**config.mk**
```make
export PLATFORM = sky130hd
export DESIGN_NAME = ext_strobe_gen
export DESIGN_NICKNAME = d
export VERILOG_FILES = /design/src/rtl/esg_pkg.sv /design/src/rtl/esg_ctrl.sv /design/src/rtl/esg_decode.sv /design/src/rtl/esg_oe.sv /design/src/rtl/ext_strobe_gen.sv
export SDC_FILE = /design/constraint.sdc
export NUM_CORES = 1
export LEC_CHECK = 0
export BUFFER_PORTS_ARGS = -buffer_cell sky130_fd_sc_hd__buf_4
export CORE_AREA = 2 2 39 41
export CTS_BUF_LIST = sky130_fd_sc_hd__clkbuf_16
export DETAILED_ROUTE_END_ITERATION = 8
export DIE_AREA = 0 0 41 43
export PLACE_DENSITY = 0.56
export SLEW_MARGIN = 25
export SYNTH_ARGS = -nofsm -noshare
export SYNTH_HDL_FRONTEND = slang
export SYNTH_HIERARCHICAL = 1
export SYNTH_SLANG_ARGS = --single-unit
```
**constraint.sdc**
```tcl
create_clock -name clk -period 1.95 [get_ports clk]
set_input_delay 0.39 -clock clk [delete_from_list [all_inputs] [get_ports clk]]
set_output_delay 0.39 -clock clk [all_outputs]
set_load 0.02 [all_outputs]
```
**src/rtl/esg_pkg.sv**
```systemverilog
package esg_pkg;
   typedef enum logic [1:0] {
      SP_PROG = 2'd0,
      SP_DATA = 2'd1,
      SP_IO   = 2'd2,
      SP_GLOB = 2'd3
   } space_e;

   typedef enum logic [1:0] {
      PH_IDLE   = 2'd0,
      PH_SETUP  = 2'd1,
      PH_ACTIVE = 2'd2,
      PH_BLOCK  = 2'd3
   } phase_e;

   localparam int unsigned NUM_SEL = 3;
endpackage

```
**src/rtl/esg_ctrl.sv**
```systemverilog
module esg_ctrl
   import esg_pkg::*;
#(
   parameter int unsigned WE_DELAY  = 1,
   parameter bit          GLOBAL_EN = 1'b1
) (
   input  logic   clk,
   input  logic   rst_n,
   input  logic   req_valid,
   input  space_e req_space,
   input  logic   req_write,
   input  logic   ext_en,
   output phase_e phase,
   output space_e lat_space,
   output logic   lat_write,
   output logic   illegal
);
   localparam int unsigned CNT_W = (WE_DELAY < 2) ? 1 : $clog2(WE_DELAY);
   localparam logic [CNT_W-1:0] CNT_LAST = CNT_W'(WE_DELAY - 1);

   phase_e           phase_q, phase_d;
   logic [CNT_W-1:0] cnt_q;
   logic             start;
   logic             legal;

   assign start = (phase_q == PH_IDLE) && req_valid;

   generate
      if (GLOBAL_EN) begin : g_glob
         assign legal = ext_en;
      end else begin : g_noglob
         assign legal = ext_en && (req_space != SP_GLOB);
      end
   endgenerate

   always_comb begin
      phase_d = phase_q;
      unique case (phase_q)
         PH_IDLE:   if (req_valid) phase_d = legal ? PH_SETUP : PH_BLOCK;
         PH_SETUP:  if (!req_valid) phase_d = PH_IDLE;
                    else if (cnt_q == CNT_LAST) phase_d = PH_ACTIVE;
         PH_ACTIVE: if (!req_valid) phase_d = PH_IDLE;
         PH_BLOCK:  if (!req_valid) phase_d = PH_IDLE;
         default:   phase_d = PH_IDLE;
      endcase
   end

   always_ff @(posedge clk or negedge rst_n) begin
      if (!rst_n) begin
         phase_q   <= PH_IDLE;
         cnt_q     <= '0;
         lat_space <= SP_PROG;
         lat_write <= 1'b0;
         illegal   <= 1'b0;
      end else begin
         phase_q <= phase_d;
         illegal <= start && !legal;
         if (phase_q == PH_SETUP) cnt_q <= cnt_q + 1'b1;
         else                     cnt_q <= '0;
         if (start) begin
            lat_space <= req_space;
            lat_write <= req_write;
         end
      end
   end

   assign phase = phase_q;
endmodule

```
**src/rtl/esg_decode.sv**
```systemverilog
module esg_decode
   import esg_pkg::*;
(
   input  phase_e phase,
   input  space_e lat_space,
   input  logic   lat_write,
   input  logic   vis_mode,
   output logic [NUM_SEL-1:0] sel_n,
   output logic   strb_n,
   output logic   rd_n,
   output logic   we_n,
   output logic   rw_n,
   output logic   br_n,
   output logic   vis_oe_n
);
   logic on;

   assign on = (phase == PH_SETUP) || (phase == PH_ACTIVE);

   generate
      for (genvar i = 0; i < NUM_SEL; i++) begin : g_sel
         if (i == int'(SP_DATA)) begin : g_data
            assign sel_n[i] = !(on && ((lat_space == SP_DATA) ||
                                       (lat_space == SP_GLOB)));
         end else begin : g_plain
            assign sel_n[i] = !(on && (lat_space == space_e'(i)));
         end
      end
   endgenerate

   assign strb_n   = !on;
   assign rd_n     = !(on && !lat_write);
   assign rw_n     = !(on && lat_write);
   assign we_n     = !((phase == PH_ACTIVE) && lat_write);
   assign br_n     = !(on && (lat_space == SP_GLOB));
   assign vis_oe_n = !(vis_mode && on && lat_write);
endmodule

```
**src/rtl/esg_oe.sv**
```systemverilog
module esg_oe (
   input  logic rst_n,
   input  logic pwr_down,
   input  logic emu_off,
   output logic sel_oe,
   output logic br_oe,
   output logic strb_oe,
   output logic rd_oe,
   output logic we_oe,
   output logic rw_oe
);
   logic live;

   assign live    = !pwr_down && !emu_off;
   assign sel_oe  = live && rst_n;
   assign br_oe   = live && rst_n;
   assign strb_oe = live;
   assign rw_oe   = live;
   assign rd_oe   = !emu_off;
   assign we_oe   = !emu_off;
endmodule

```
**src/rtl/ext_strobe_gen.sv**
```systemverilog
module ext_strobe_gen
   import esg_pkg::*;
#(
   parameter int unsigned WE_DELAY  = 1,
   parameter bit          GLOBAL_EN = 1'b1
) (
   input  logic       clk,
   input  logic       rst_n,
   input  logic       req_valid,
   input  logic [1:0] req_space,
   input  logic       req_write,
   input  logic       ext_en,
   input  logic       pwr_down,
   input  logic       emu_off,
   input  logic       vis_mode,
   output logic       ps_n,
   output logic       ds_n,
   output logic       is_n,
   output logic       strb_n,
   output logic       rd_n,
   output logic       we_n,
   output logic       rw_n,
   output logic       br_n,
   output logic       sel_oe,
   output logic       br_oe,
   output logic       strb_oe,
   output logic       rd_oe,
   output logic       we_oe,
   output logic       rw_oe,
   output logic       vis_oe_n,
   output logic       illegal_acc
);
   generate
      if (WE_DELAY < 1) begin : g_bad_delay
         $error("ext_strobe_gen: WE_DELAY must be at least 1");
      end
   endgenerate

   phase_e             phase;
   space_e             lat_space;
   logic               lat_write;
   logic [NUM_SEL-1:0] sel_n;

   esg_ctrl #(.WE_DELAY(WE_DELAY), .GLOBAL_EN(GLOBAL_EN)) ctrl_i (
      .clk       (clk),
      .rst_n     (rst_n),
      .req_valid (req_valid),
      .req_space (space_e'(req_space)),
      .req_write (req_write),
      .ext_en    (ext_en),
      .phase     (phase),
      .lat_space (lat_space),
      .lat_write (lat_write),
      .illegal   (illegal_acc)
   );

   esg_decode dec_i (
      .phase     (phase),
      .lat_space (lat_space),
      .lat_write (lat_write),
      .vis_mode  (vis_mode),
      .sel_n     (sel_n),
      .strb_n    (strb_n),
      .rd_n      (rd_n),
      .we_n      (we_n),
      .rw_n      (rw_n),
      .br_n      (br_n),
      .vis_oe_n  (vis_oe_n)
   );

   esg_oe oe_i (
      .rst_n    (rst_n),
      .pwr_down (pwr_down),
      .emu_off  (emu_off),
      .sel_oe   (sel_oe),
      .br_oe    (br_oe),
      .strb_oe  (strb_oe),
      .rd_oe    (rd_oe),
      .we_oe    (we_oe),
      .rw_oe    (rw_oe)
   );

   assign ps_n = sel_n[SP_PROG];
   assign ds_n = sel_n[SP_DATA];
   assign is_n = sel_n[SP_IO];
endmodule

```
After elaboration in Yosys (flattened, before gate mapping). Index checks and enable logic that the tools add are counted.

Register bits after elaboration: 7. Logic and storage cells: 54. Output and inout port bits: 16. Latch bits: 0. ROM bits: 0. Memory bits (writable): 0. Memories: 0.

$add $sub $neg: 1. Divide/modulo/power cells: 0. Order comparisons: 0. Shift operators: 0. Mux-type cells: 7. Bitwise gates (word level): 0. Reduce and logical (&&, ||, !) cells: 32. $mul: 0. Equal/unequal tests: 9.

Operator list (number): 1-bit logical AND (13); 1-bit logical NOT (13); 2-bit 2-to-1 mux (5); 2-bit equality test, second input constant (4); 2-bit case mux with 3 select lines (1); 2-bit by 1-bit equality test with 1-bit output, second input constant (2); 2-bit logical NOT (2); 2-bit != test, second input constant (2); 3-bit != test, second input constant (1); 3-bit AND reduction (1); 1-bit logical OR (2); 2-bit OR reduction (1); 1-bit adder, second input constant (1); 1-bit 2-to-1 mux (1).

Logic depth before layout (Yosys ltp).
Depth after elaboration: 5. Mapped depth: 3. Mapped depth without buffers: 3.

Modules after synthesis. The synthesis kept the hierarchy.

By module, submodules not included: esg_ctrl (area each 272.8 um2, cells an instance 17, times used 1); esg_decode (area each 70.1 um2, cells an instance 10, times used 1); esg_oe (area each 42.5 um2, cells an instance 6, times used 1).

Worst setup path before layout. OpenSTA, ideal clock, no wires.

Path type: register to output. From: reg ctrl_i.phase_q[0] (netlist: ctrl_i/phase[0]). To: out is_n. Cell stages (with the launch flop): 4. Path slack: 182 ps. Data arrival time: 1378 ps. Path through: dfrtp_1 inv_1 ha_1 or3b_1.

Longest elaborated chain between the ends: 4.

RTL lines: start, declared (line esg_ctrl.sv:21) `phase_e phase_q, phase_d;`; start signal, assigned (line esg_ctrl.sv:56) `phase_q <= phase_d;`; 2-bit by 1-bit equality test with 1-bit output or 2-bit equality test (tied branches) (line esg_decode.sv:18) `assign on = (phase == PH_SETUP) || (phase == PH_ACTIVE);`; 1-bit logical OR (*) (line esg_decode.sv:18); 1-bit logical AND (*) (line esg_decode.sv:26) `assign sel_n[i] = !(on && (lat_space == space_e'(i)));`; 1-bit logical NOT (*) (line esg_decode.sv:26); end, declared (line ext_strobe_gen.sv:18) `output logic is_n,`.

Every way passes the cells marked *; elsewhere a longest branch is shown, timed or not.

Final worst setup path.
From: reg ctrl_i.phase_q[1] (netlist: ctrl_i/phase[1]). To: out is_n.

The elaborated chain is that of the path after synthesis.

==> out/results.txt <==
run status = finished clean
die height = 43 um
initial antenna violation count = 0
horizontal extent of the die = 41 um
Initial Utilization = 27.8%
post-synthesis simple-gate area fraction = 30.2%
Crit Path Max Fanout = 8
Placement Rows = 14
startpoint of the worst hold path = ext_en
number of flops mapped to enable cells by yosys = 0
Area growth syn-to-layout = 76.3%
Net count, final = 73
xor and xnor fraction of the mapped netlist area = 0%
number of storage elements in the synthesis netlist = 7
cell type with the largest total area after synthesis = sky130_fd_sc_hd__dfrtp_1
reg-to-reg endpoint = ctrl_i/lat_write
library cell used as clock root buffer = sky130_fd_sc_hd__clkbuf_16
Hold Crit Class = primary input to flip-flop
ant diodes = 0
Synth top cells by count = sky130_fd_sc_hd__dfrtp_1, sky130_fd_sc_hd__buf_4, sky130_fd_sc_hd__mux2_2
Pins Over Slew Limit = 0
critical-path cell with the highest stage delay = sky130_fd_sc_hd__dfrtp_1
fraction of registers with async set or reset after synthesis = 100%
number of setup violations in the final report = 0
core region area = 1380 um2
via/cell ratio = 4.29
achievable clock frequency = 0.541 GHz
most area-consuming cells after synthesis = sky130_fd_sc_hd__dfrtp_1, sky130_fd_sc_hd__mux2_2, sky130_fd_sc_hd__buf_4
synthesized area per cell = 11.7 um2
Max Root-Sink Buffers = 2
FF-to-FF Start = ctrl_i/phase[0]
unrepaired setup endpoints after global routing = no
drt wl/cell = 9.99 um
post-route minimum period = 1.85 ns
number of H-tree levels = 1
synthesized net count = 44
gate family responsible for the most delay along the worst path = flip-flops
global router's overall resource usage = 10.9%
First-pass DRT Iterations = 2
violation count after the first detailed-routing iteration = 1
post-synthesis cell area = 385 um2
buffer and inverter count on the worst path = 1
via count of the first global-routing pass = 322
detailed-route via count = 330
cell depth of the worst setup path = 3
fraction of final layout cells sized beyond drive strength 1 = 59.0%
final worst-path cycle share = 94.8%
hold slack = 0.317 ns
required time at the worst-slack endpoint = 1.56 ns
clock skew after layout = 0.00245 ns
clock transition at the register clock pins on the worst setup and hold paths after CTS = 0.04 ns
Synth top area share = 45.5%
I/O Pins = 26
sink of the worst hold path = ctrl_i/illegal
Max Cap Violations = 0
proportion of synthesized chip area in sequential cells = 45.5%
Ys Warns = 6
Max rail drop VDD = 0.548 mV
adder-cell area share of the yosys netlist = 3.25%
clock tree from TritonCTS = done
number of antenna-violating nets in the routed design = 0
Reg2Reg Depth = 3
routability-driven placement congestion ratio = 0.690
instance count along the most critical hold path = 2
Synth Flop Type = sky130_fd_sc_hd__dfrtp_1
Worst setup startpoint = ctrl_i/phase[1]
number of input and output port buffers inserted = 25
mux share of post-synthesis cell area = 11.4%
most common cell in the synthesized netlist = sky130_fd_sc_hd__dfrtp_1
r2r setup slk = 0.69 ns
Arr. time, crit path = 1.46 ns
gate count after technology mapping = 33
pwr dens = 1100 nW/um2
number of clock buffers inserted by TritonCTS = 3
floorplan die area = 1760 um2
share of the synthesized area in compound gates (AO/OA/AOI/OAI) = 1.95%
DRT Wirelength = 769 um
pin count of the biggest net entering global routing = 9
cell-by-cell listing of the critical path = ha_4 -> or3b_1 -> buf_4
insertion delay of the later-clocked pin in the worst-skew pair = 0.23 ns
Final Hold Violating Endpoints = 0
critical path launch point type = flip-flop
Relative slew margins = 81.4%
Slowest Stage Delay on Critical Path = 0.46 ns
critical path class = flip-flop to output pin
pin slew with the least headroom to its limit = 0.278 ns
post-route setup TNS = 0 ns
element type at the critical path end = output pin
total global routing overflow = 0
detailed-route DRC error count = 0
Netlist cell types = 19
first-pass GRT wire length = 1.23 mm
leakage power summed over all cells = 0.000325 uW
largest family of logic cells by synthesized area = simple AND/OR/NAND/NOR gates
CTS Sinks = 7
-- sequential cells by signal, summed over array words and instances (netlist names) --
signal	count
ctrl_i/lat_write	1
ctrl_i/lat_space	2
ctrl_i/illegal	1
ctrl_i/phase	2
ctrl_i/cnt_q	1
-- report_power, final --
part           leakage [uW]  switching (uW)  internal (uW)  total, uW
combinational      0.000196             104            115        219
sequential        0.0000868            20.8            170        190
clock             0.0000423            70.7            266        337
total              0.000325             196            550        746
-- stage by stage --
| step | power (uW) | setup WS, ns | util, % | instances | instance area [um2] |
|---|---|---|---|---|---|
| after global routing | 782 | 0.0388 | 49.1 | 77 | 679 |
| after detailed placement | 405 | 0.233 | 41.8 | 72 | 578 |
| after global placement | 405 | 0.257 | 41.8 | 72 | 578 |
| after CTS | 756 | 0.0915 | 49.1 | 77 | 679 |
| final | 746 | 0.102 | 49.1 | 77 | 679 |
| after floorplan | 315 | 0.182 | - | 33 | 385 |
-- worst max-delay path by stage --
| stage | slack [ns] | endpoint |
|---|---|---|
| after floorplan | 0.18 | is_n |
| after global placement | 0.26 | is_n |
| after detailed placement | 0.23 | is_n |
| after CTS | 0.09 | is_n |
| after global routing | 0.04 | is_n |
| final | 0.10 | is_n |
-- logic make-up after synthesis --
group                    Yosys count
buffers and inverters              5
flip-flops                         7
AND/OR/NAND/NOR                   15
multiplexers                       4
adder cells (fa/ha/maj)            1
AO/OA/AOI/OAI                      1
-- layer usage --
metal	global-route usage, %	vias up	wire length (um)
li1	-	168	-
met1	12.3	147	335
met2	15.3	13	354
met3	3.14	2	67
met4	10.0	0	12
met5	0	-	0
-- cells in the final DEF (no fill, tap or decap), types with 2 or more instances in the layout --
master,netlist,final
sky130_fd_sc_hd__buf_4,3,26
sky130_fd_sc_hd__clkbuf_16,0,3
sky130_fd_sc_hd__dfrtp_1,7,7
sky130_fd_sc_hd__inv_1,2,3
sky130_fd_sc_hd__mux2_2,3,3
sky130_fd_sc_hd__nand3b_1,2,2
sky130_fd_sc_hd__nor2b_1,2,2
sky130_fd_sc_hd__nor3b_1,2,2
-- cell type report --
cell class,count,area [um2]
timing repair buffer,27,205
tap,16,20.0
fill,134,704
inverter,2,7.51
sequential,7,175
clock buffer,3,75.1
clock inverter,1,3.75
multi-input combinational,21,193
-- timing repair --
action                     4_1_cts  5_1_grt
hold endpoints to repair         7        0
setup buffers                    0        0
resized for setup                1        0
hold buffers                     1        0
setup endpoints to repair        1        0
Power figures use the tool's default switching activity.
